==> src/rtl/fbscan_pkg.sv <==
package fbscan_pkg;
  localparam int STS_EOF  = 0;
  localparam int STS_DONE = 1;
  localparam int STS_UFL  = 2;
  localparam int NSTS     = 3;

  typedef enum logic [1:0] {
    FS_IDLE = 2'd0,
    FS_RUN  = 2'd1,
    FS_FIN  = 2'd2
  } fetch_st_e;
endpackage

==> src/rtl/fbscan_regs.sv <==
module fbscan_regs #(
  parameter int AW        = 32,
  parameter int MAX_BURST = 16,
  parameter int BW        = 5
) (
  input  logic          clk,
  input  logic          rst_n,
  input  logic          base_we,
  input  logic [AW-1:0] base_wdata,
  input  logic          ceil_we,
  input  logic [AW-1:0] ceil_wdata,
  input  logic          blen_we,
  input  logic [BW-1:0] blen_wdata,
  input  logic          load_act,
  output logic [AW-1:0] shd_base,
  output logic [AW-1:0] act_ceil,
  output logic [BW-1:0] blen
);
  logic [AW-1:0] shd_ceil_q;

  // a legal length is a non-zero power of two no larger than MAX_BURST
  function automatic logic blen_ok(input logic [BW-1:0] v);
    return (v != '0) && ((v & (v - BW'(1))) == '0) && (v <= BW'(MAX_BURST));
  endfunction

  always_ff @(posedge clk or negedge rst_n) begin
    if (!rst_n) begin
      shd_base   <= '0;
      shd_ceil_q <= '0;
      act_ceil   <= '0;
      blen       <= BW'(MAX_BURST);
    end else begin
      if (base_we) shd_base   <= base_wdata;
      if (ceil_we) shd_ceil_q <= ceil_wdata;
      if (load_act) act_ceil  <= shd_ceil_q;
      if (blen_we && blen_ok(blen_wdata)) blen <= blen_wdata;
    end
  end
endmodule

==> src/rtl/fbscan_fetch.sv <==
module fbscan_fetch import fbscan_pkg::*; #(
  parameter int AW = 32,
  parameter int FW = 6,
  parameter int BW = 5
) (
  input  logic          clk,
  input  logic          rst_n,
  input  logic          raster_en,
  input  logic [AW-1:0] shd_base,
  input  logic [AW-1:0] act_ceil,
  input  logic [BW-1:0] blen,
  input  logic [FW-1:0] fifo_level,
  input  logic [FW-1:0] fifo_thr,
  output logic          req_valid,
  input  logic          req_ready,
  output logic [AW-1:0] req_addr,
  output logic [BW-1:0] req_words,
  output logic          eof_pulse,
  output logic          done_pulse,
  output logic          load_act
);
  fetch_st_e     state_q;
  logic [AW-1:0] addr_q;
  logic          hold_q;
  logic [AW-1:0] rem_words;
  logic          is_last;
  logic          hs;

  always_comb begin
    rem_words  = (act_ceil - addr_q) >> 2;
    is_last    = rem_words <= AW'(blen);
    req_words  = is_last ? rem_words[BW-1:0] : blen;
    req_addr   = addr_q;
    req_valid  = (state_q == FS_RUN) && (hold_q || (fifo_level < fifo_thr));
    hs         = req_valid && req_ready;
    eof_pulse  = hs && is_last;
    load_act   = (state_q == FS_IDLE) || eof_pulse;
    done_pulse = (state_q == FS_FIN);
  end

  always_ff @(posedge clk or negedge rst_n) begin
    if (!rst_n) begin
      state_q <= FS_IDLE;
      addr_q  <= '0;
      hold_q  <= 1'b0;
    end else begin
      hold_q <= req_valid && !req_ready;
      unique case (state_q)
        FS_IDLE: if (raster_en) begin
          state_q <= FS_RUN;
          addr_q  <= shd_base;
        end
        FS_RUN: if (hs) begin
          if (is_last) begin
            addr_q <= shd_base;
            if (!raster_en) state_q <= FS_FIN;
          end else begin
            addr_q <= addr_q + AW'({blen, 2'b00});
          end
        end
        default: state_q <= FS_IDLE;
      endcase
    end
  end
endmodule

==> src/rtl/fbscan_status.sv <==
module fbscan_status import fbscan_pkg::*; (
  input  logic            clk,
  input  logic            rst_n,
  input  logic [NSTS-1:0] set,
  input  logic [NSTS-1:0] clr,
  input  logic [NSTS-1:0] en,
  output logic [NSTS-1:0] sts,
  output logic            irq
);
  // a new event wins over a clear in the same cycle
  for (genvar i = 0; i < NSTS; i++) begin : g_bit
    always_ff @(posedge clk or negedge rst_n) begin
      if (!rst_n)      sts[i] <= 1'b0;
      else if (set[i]) sts[i] <= 1'b1;
      else if (clr[i]) sts[i] <= 1'b0;
    end
  end

  assign irq = |(sts & en);
endmodule

==> src/rtl/fbscan_seq.sv <==
module fbscan_seq import fbscan_pkg::*; #(
  parameter int AW        = 32,
  parameter int FW        = 6,
  parameter int MAX_BURST = 16
) (
  input  logic                        clk,
  input  logic                        rst_n,
  input  logic                        raster_en,
  input  logic                        base_we,
  input  logic [AW-1:0]               base_wdata,
  input  logic                        ceil_we,
  input  logic [AW-1:0]               ceil_wdata,
  input  logic                        blen_we,
  input  logic [$clog2(MAX_BURST):0]  blen_wdata,
  input  logic [FW-1:0]               fifo_thr,
  input  logic [FW-1:0]               fifo_level,
  input  logic                        fifo_empty,
  input  logic                        pix_rd,
  output logic                        req_valid,
  input  logic                        req_ready,
  output logic [AW-1:0]               req_addr,
  output logic [$clog2(MAX_BURST):0]  req_words,
  output logic                        eof_pulse,
  output logic                        done_pulse,
  input  logic [NSTS-1:0]             sts_clr,
  input  logic [NSTS-1:0]             irq_en,
  output logic [NSTS-1:0]             sts,
  output logic                        irq
);
  localparam int BW = $clog2(MAX_BURST) + 1;

  logic [AW-1:0]   shd_base;
  logic [AW-1:0]   act_ceil;
  logic [BW-1:0]   blen;
  logic            load_act;
  logic [NSTS-1:0] sts_set;

  fbscan_regs #(.AW(AW), .MAX_BURST(MAX_BURST), .BW(BW)) u_regs (
    .clk(clk), .rst_n(rst_n),
    .base_we(base_we), .base_wdata(base_wdata),
    .ceil_we(ceil_we), .ceil_wdata(ceil_wdata),
    .blen_we(blen_we), .blen_wdata(blen_wdata),
    .load_act(load_act),
    .shd_base(shd_base), .act_ceil(act_ceil), .blen(blen)
  );

  fbscan_fetch #(.AW(AW), .FW(FW), .BW(BW)) u_fetch (
    .clk(clk), .rst_n(rst_n), .raster_en(raster_en),
    .shd_base(shd_base), .act_ceil(act_ceil), .blen(blen),
    .fifo_level(fifo_level), .fifo_thr(fifo_thr),
    .req_valid(req_valid), .req_ready(req_ready),
    .req_addr(req_addr), .req_words(req_words),
    .eof_pulse(eof_pulse), .done_pulse(done_pulse), .load_act(load_act)
  );

  always_comb begin
    sts_set           = '0;
    sts_set[STS_EOF]  = eof_pulse;
    sts_set[STS_DONE] = done_pulse;
    sts_set[STS_UFL]  = pix_rd && fifo_empty;
  end

  fbscan_status u_status (
    .clk(clk), .rst_n(rst_n),
    .set(sts_set), .clr(sts_clr), .en(irq_en),
    .sts(sts), .irq(irq)
  );
endmodule

==> config.mk <==
export PLATFORM = sky130hd
export DESIGN_NAME = fbscan_seq
export DESIGN_NICKNAME = d
export VERILOG_FILES = /design/src/rtl/fbscan_pkg.sv /design/src/rtl/fbscan_regs.sv /design/src/rtl/fbscan_fetch.sv /design/src/rtl/fbscan_status.sv /design/src/rtl/fbscan_seq.sv
export SDC_FILE = /design/constraint.sdc
export NUM_CORES = 1
export LEC_CHECK = 0
export CELL_PAD_IN_SITES_DETAIL_PLACEMENT = 1
export CELL_PAD_IN_SITES_GLOBAL_PLACEMENT = 2
export CORE_AREA = 2 2 162 164
export DETAILED_ROUTE_END_ITERATION = 10
export DIE_AREA = 0 0 164 166
export PLACE_DENSITY = 0.84
export SKIP_LAST_GASP = 1
export SYNTH_ARGS = -nofsm -noshare
export SYNTH_HDL_FRONTEND = slang
export SYNTH_SLANG_ARGS = --single-unit
==> constraint.sdc <==
create_clock -name clk -period 6.79 [get_ports clk]
set_input_delay 0.679 -clock clk [delete_from_list [all_inputs] [get_ports clk]]
set_output_delay 0.679 -clock clk [all_outputs]
set_load 0.01 [all_outputs]
After elaboration in Yosys (flattened, before gate mapping)
Index checks and enable logic that the tools add are counted.

Bits in registers: 139. Output and inout port bits: 44. Logic and storage cells: 61.

Add/subtract/negate cells: 3. $lt $le $gt $ge: 3. Equal/unequal tests: 6. Mux-type cells: 16. Bitwise logic cells: 2. Reduce and logical (&&, ||, !) cells: 21.

Operators with widths (number): 32-bit two-way mux (3); 32-bit one-hot mux with 2 select lines (1); 32-bit by 7-bit adder with 32-bit output (1); 32-bit subtractor (1); 30-bit by 5-bit less-or-equal comparator with 1-bit output (1); 1-bit logical AND (8); 2-bit two-way mux (4); 2-bit nonzero test (4); 6-bit < comparator (1); 1-bit two-way mux (6); 5-bit AND (1); 5-bit less-or-equal comparator (second input constant) (1); 5-bit zero test (1); 5-bit two-way mux (1); 5-bit nonzero test (1); 5-bit by 1-bit subtractor with 5-bit output (second input constant) (1); 2-bit by 1-bit != test with 1-bit output (second input constant) (2); 2-bit != test (second input constant) (2); 2-bit one-hot mux with 2 select lines (1); 4-bit AND reduction (1); 3-bit AND (1); 3-bit AND reduction (1); 3-bit OR reduction (1); 2-bit by 1-bit == test with 1-bit output (second input constant) (1); 4 further kinds (5).

Longest topological paths before layout
Depth in word-level cells: 6. Mapped depth: 20.

Modules after synthesis
From an unflattened synthesis, not the netlist that was laid out.

Cells, all modules: 984. Area total of the unflattened synthesis: 9420.3 um^2.

By module, submodules not included: fbscan_fetch (instances 1, cells an instance 749, area an instance 5472.7 um^2, seq. area each 875.8 um^2); fbscan_regs (instances 1, cells an instance 223, area an instance 3817.4 um^2, seq. area each 2528.7 um^2); fbscan_status (instances 1, cells an instance 11, area an instance 123.9 um^2, seq. area each 75.1 um^2); fbscan_seq (instances 1, cells an instance 1, area an instance 6.3 um^2, seq. area each 0.0 um^2).

Worst setup path before layout
No wires, ideal clock.

Kind: flip-flop to output port. Start point: reg u_fetch.addr_q[7], in the netlist u_fetch.req_addr[7]. End point: out req_words[0]. Arrival: 4043 ps. Path slack: 2068 ps. Cell stages (with the launch flop): 14. Path buffers: 2. Cells stage by stage: dfrtp_1 -> inv_1 -> ha_1 -> buf_2 -> a21o_1 -> a221oi_1 -> o21ai_2 -> a31oi_1 -> mux2_2 -> a31oi_1 -> or4b_2 -> or4_1 -> buf_4 -> o21ai_0.

Longest elaborated chain between the ends: 3.

Ends and longest elaborated chain: start, declared (RTL line fbscan_fetch.sv:23) `logic [AW-1:0] addr_q;`; start signal, assigned (RTL line fbscan_fetch.sv:51) `addr_q <= shd_base;`; start signal, assigned (RTL line fbscan_fetch.sv:55) `addr_q <= shd_base;`; start signal, assigned (RTL line fbscan_fetch.sv:58) `addr_q <= addr_q + AW'({blen, 2'b00});`; 32-bit subtractor (RTL line fbscan_fetch.sv:30) `rem_words = (act_ceil - addr_q) >> 2;`; 30-bit by 5-bit less-or-equal comparator with 1-bit output (RTL line fbscan_fetch.sv:31) `is_last = rem_words <= AW'(blen);`; 5-bit two-way mux (RTL line fbscan_fetch.sv:32) `req_words = is_last ? rem_words[BW-1:0] : blen;`; end, declared (RTL line fbscan_seq.sv:22) `output logic [$clog2(MAX_BURST):0] req_words,`.

Every way passes these cells.

Worst setup path in the final report
Start point: reg u_fetch.addr_q[5], in the netlist u_fetch.req_addr[5]. End point: out req_words[0].

The elaborated chain is that of the path after synthesis.

==> impl_metrics.py <==
metrics = {
    "yosys": {
        "ys_seq_area_share_pct": 37.6,
        "syn_nets": 1155,
        "synth_compound_area_share_pct": 21.4,
        "ys_types": 79,
        "synth-xor-area-share_pct": 3.31,
        "syn_inst": 1013,
        "synth_seq_cells": 139,
        "yosysWarnings": 0,
        "synth-simple-area-share_pct": 17.5,
        "synth_area_sq_um": 9260,
        "synth_top_family_by_area": "compound AO/OA/AOI/OAI gates",
        "postSynthAreaPerCell_sq_um": 9.15,
        "synth_edf_count": 0,
        "synth-async-reset-ratio_pct": 100,
        "synth-main-ff-cell": "dfrtp_1",
        "synthMuxAreaShare_pct": 9.29,
        "synth_fa_ha_area_share_pct": 6.29,
    },
    "grt": {
        "busiest_layer": "met2",
        "antenna_found_initial": 0,
        "gr-usage-met3_pct": 3.12,
        "use_met1_pct": 30.7,
        "gr-total-overflow": 0,
        "grtUsageTotal_pct": 23.7,
        "grt_max_degree": 80,
        "grt_pass1_wl_microns": 50100,
        "use_met2_pct": 41.2,
        "grt_pass1_vias": 8931,
    },
    "cells_and_area": {
        "fillCellCount": 2955,
        "drive_above_1_share_pct": 12.3,
        "num_antenna_cells": 0,
        "fin_cells": 1474,
        "nets": 1268,
        "area_delta_synth_final_pct": 24.3,
        "stdcell_area_sq_um": 11500,
    },
    "timing": {
        "fin_skew_ns": 0.0213,
        "worst_slew_pin_slew_ns": 1.02,
        "setup_ws_ns": 0.446,
        "slew_violations": 0,
        "max_slew_margin_pct": 31.7,
        "max_freq_mhz": 158,
        "finalSetupTns_ns": 0,
        "finalHoldViolations": 0,
        "finalCritPeriodShare_pct": 93.4,
        "grt_setup_unrepaired": "false",
        "fin_crit_ns": 6.34,
        "setup_violations": 0,
    },
    "place": {
        "dp.cells": 1442,
        "gp_congestion": 0.898,
        "place_ws_ns": 1.03,
        "dpl_cell_area_sq_um": 11000,
        "place_hpwl_microns": 23700,
        "io_buffers": 139,
    },
    "status": {
        "status": "finished, final reports clean",
    },
    "setup_path": {
        "cp-end-kind": "output port",
        "r2r_slack_ns": 1.29,
        "cp.required_ns": 6.11,
        "worstSetupPathType": "flop to output port",
        "start_kind": "flop",
        "cp_max_fo": 15,
        "arrival_ns": 5.66,
    },
    "clock_tree": {
        "post-cts-setup-buffers": 0,
        "cts.reportedPaths.clkPinSlew_ns": 0.07,
        "h-tree-depth": 4,
        "clkLatencyLatePin_ns": 0.44,
        "clockRootBuffer": "clkbuf_16",
        "numCtsBuffers": 17,
        "cts_tree": "built",
        "post_cts_resized": 0,
        "cts_sinks": 139,
        "cts_max_path_buffers": 2,
        "cts_hold_buf": 0,
    },
    "routing": {
        "drt_iter0_markers": 541,
        "final_antenna_net_count": 0,
        "drc": 0,
        "drtPass1Iterations": 4,
        "wl_per_cell_microns": 21.3,
        "totalWireLength_microns": 31400,
        "vias": 8375,
        "viasPerCell": 5.68,
    },
    "job": {
        "max-cap-violations": 0,
    },
    "floorplanning": {
        "boundaryPins": 140,
        "die_w_microns": 164,
        "fp.dieH_microns": 166,
        "die-area_sq_um": 27200,
        "fp-row-count": 59,
        "initial_core_util_pct": 36.2,
        "core_sq_um": 25600,
    },
    "pwr": {
        "leakagePower_nw": 4.69,
        "power_mw": 3.98,
        "pwr_density_cell_nw_per_um2": 346,
        "vdd_drop_max_mv": 0.159,
    },
    "worst_hold_path": {
        "hold_class": "primary input to asynchronous set/reset pin",
    },
}
-- layer usage --
metal / up-vias / wire [microns] / share of wire (%)
li1: 3957 / - / -
met1: 4219 / 13900 / 44
met2: 166 / 15800 / 50
met3: 33 / 951 / 3.0
met4: 0 / 677 / 2.2
met5: - / 0 / 0
-- sequential cells by signal, summed over array words and instances, names as in the netlist --
register	flops
u_fetch.hold_q	1
u_fetch.req_addr	32
u_fetch.state_q	2
u_regs.act_ceil	32
u_regs.blen	5
u_regs.shd_base	32
u_regs.shd_ceil_q	32
u_status.sts	3
-- cells by family (layout without fill, tap and decap cells) --
logic type                 after synthesis  after routing
buffers and inverters                  110            236
and+or+nand+nor                        314            314
xor gates and xnor gates                35             35
AOI/OAI and AO/OA                      292            292
DFF                                    139            139
adders and majority gates               46             46
muxes                                   77             77
-- final cells by class --
| type | count | area (sq um) | share of cell area, % |
|---|---|---|---|
| clock buffers | 18 | 429 | 3.73 |
| well taps | 335 | 419 | 3.64 |
| flip-flops and latches | 139 | 3480 | 30.2 |
| clock inverters | 14 | 125 | 1.09 |
| repair buffers | 151 | 1500 | 13.0 |
| multi-input cells | 764 | 5370 | 46.6 |
| inverters | 53 | 199 | 1.73 |
-- Yosys cell counts (9+ instances only) --
library cell / count / area share, %
a211oi_1: 11 / 0.89
a21o_1: 15 / 1.2
a21oi_1: 40 / 2.2
a221oi_1: 10 / 0.95
a31oi_1: 38 / 2.6
and2_1: 36 / 2.4
and3_1: 10 / 0.68
clkbuf_1: 43 / 1.7
dfrtp_1: 138 / 37
ha_1: 45 / 6.1
inv_1: 53 / 2.1
mux2_2: 66 / 8.0
nand2_1: 99 / 4.0
nand3_1: 27 / 1.5
nand4_1: 12 / 0.81
nor2_1: 40 / 1.6
nor2b_1: 11 / 0.74
nor3_1: 30 / 1.6
nor4_1: 12 / 0.81
o21a_1: 12 / 0.97
o21ai_0: 52 / 2.8
o21ai_1: 24 / 1.3
o22ai_1: 9 / 0.61
xnor2_1: 22 / 2.1
xor2_1: 13 / 1.2
-- cell usage in the layout, fill, tap and decap left out, types with 13 or more instances in the layout --
| cell type | netlist | routed |
|---|---|---|
| clkdlybuf4s50_1 | 0 | 138 |
| dfrtp_1 | 138 | 138 |
| nand2_1 | 99 | 99 |
| mux2_2 | 66 | 66 |
| inv_1 | 53 | 53 |
| o21ai_0 | 52 | 52 |
| ha_1 | 45 | 45 |
| a21oi_1 | 40 | 39 |
| nor2_1 | 40 | 39 |
| a31oi_1 | 38 | 38 |
| and2_1 | 36 | 36 |
| nor3_1 | 30 | 30 |
| nand3_1 | 27 | 27 |
| o21ai_1 | 24 | 24 |
| xnor2_1 | 22 | 22 |
| clkbuf_16 | 0 | 17 |
| a21o_1 | 15 | 15 |
| xor2_1 | 13 | 13 |
-- power breakdown --
| group | switching, mW | internal, mW |
|---|---|---|
| logic | 1.18 | 0.815 |
| clock network | 0.424 | 0.481 |
| registers | 0.116 | 0.965 |
-- worst max-delay path, stage by stage, from the launching register on --
cell and delay [ns]:
dfrtp_1 0.40, inv_1 0.09, ha_1 0.48, a21o_1 0.29, a221oi_1 0.41, o21ai_2 0.18
a31oi_1 0.36, mux2_2 0.40, a31oi_1 0.15, or4b_2 0.67, or4_1 0.88, o21ai_0 0.34
clkdlybuf4s50_1 0.59
-- final timing paths --
path                                            startpoint                               end  depth (start not counted)
max                        u_fetch.req_addr[5]$_DFFE_PN0P_                      req_words[0]                         12
min                                                  rst_n    u_regs.shd_base[7]$_DFFE_PN0P_                          1
max reg2reg                u_fetch.req_addr[5]$_DFFE_PN0P_   u_regs.act_ceil[13]$_DFFE_PN0P_                         12
min reg2reg                u_regs.shd_base[28]$_DFFE_PN0P_  u_fetch.req_addr[28]$_DFFE_PN0P_                          1
max in group asynchronous                            rst_n   u_regs.act_ceil[20]$_DFFE_PN0P_                          2
min in group clk           u_regs.shd_base[28]$_DFFE_PN0P_  u_fetch.req_addr[28]$_DFFE_PN0P_                          1
-- through the flow --
stage	util [%]	hold WS (ns)
2_1_floorplan	-	0.383
3_3_place_gp	42.8	0.469
3_5_place_dp	42.8	0.479
4_1_cts	45.0	0.304
5_1_grt	45.0	0.317
6_report	45.0	0.248
Note: power is estimated with default switching activity, not from simulation.
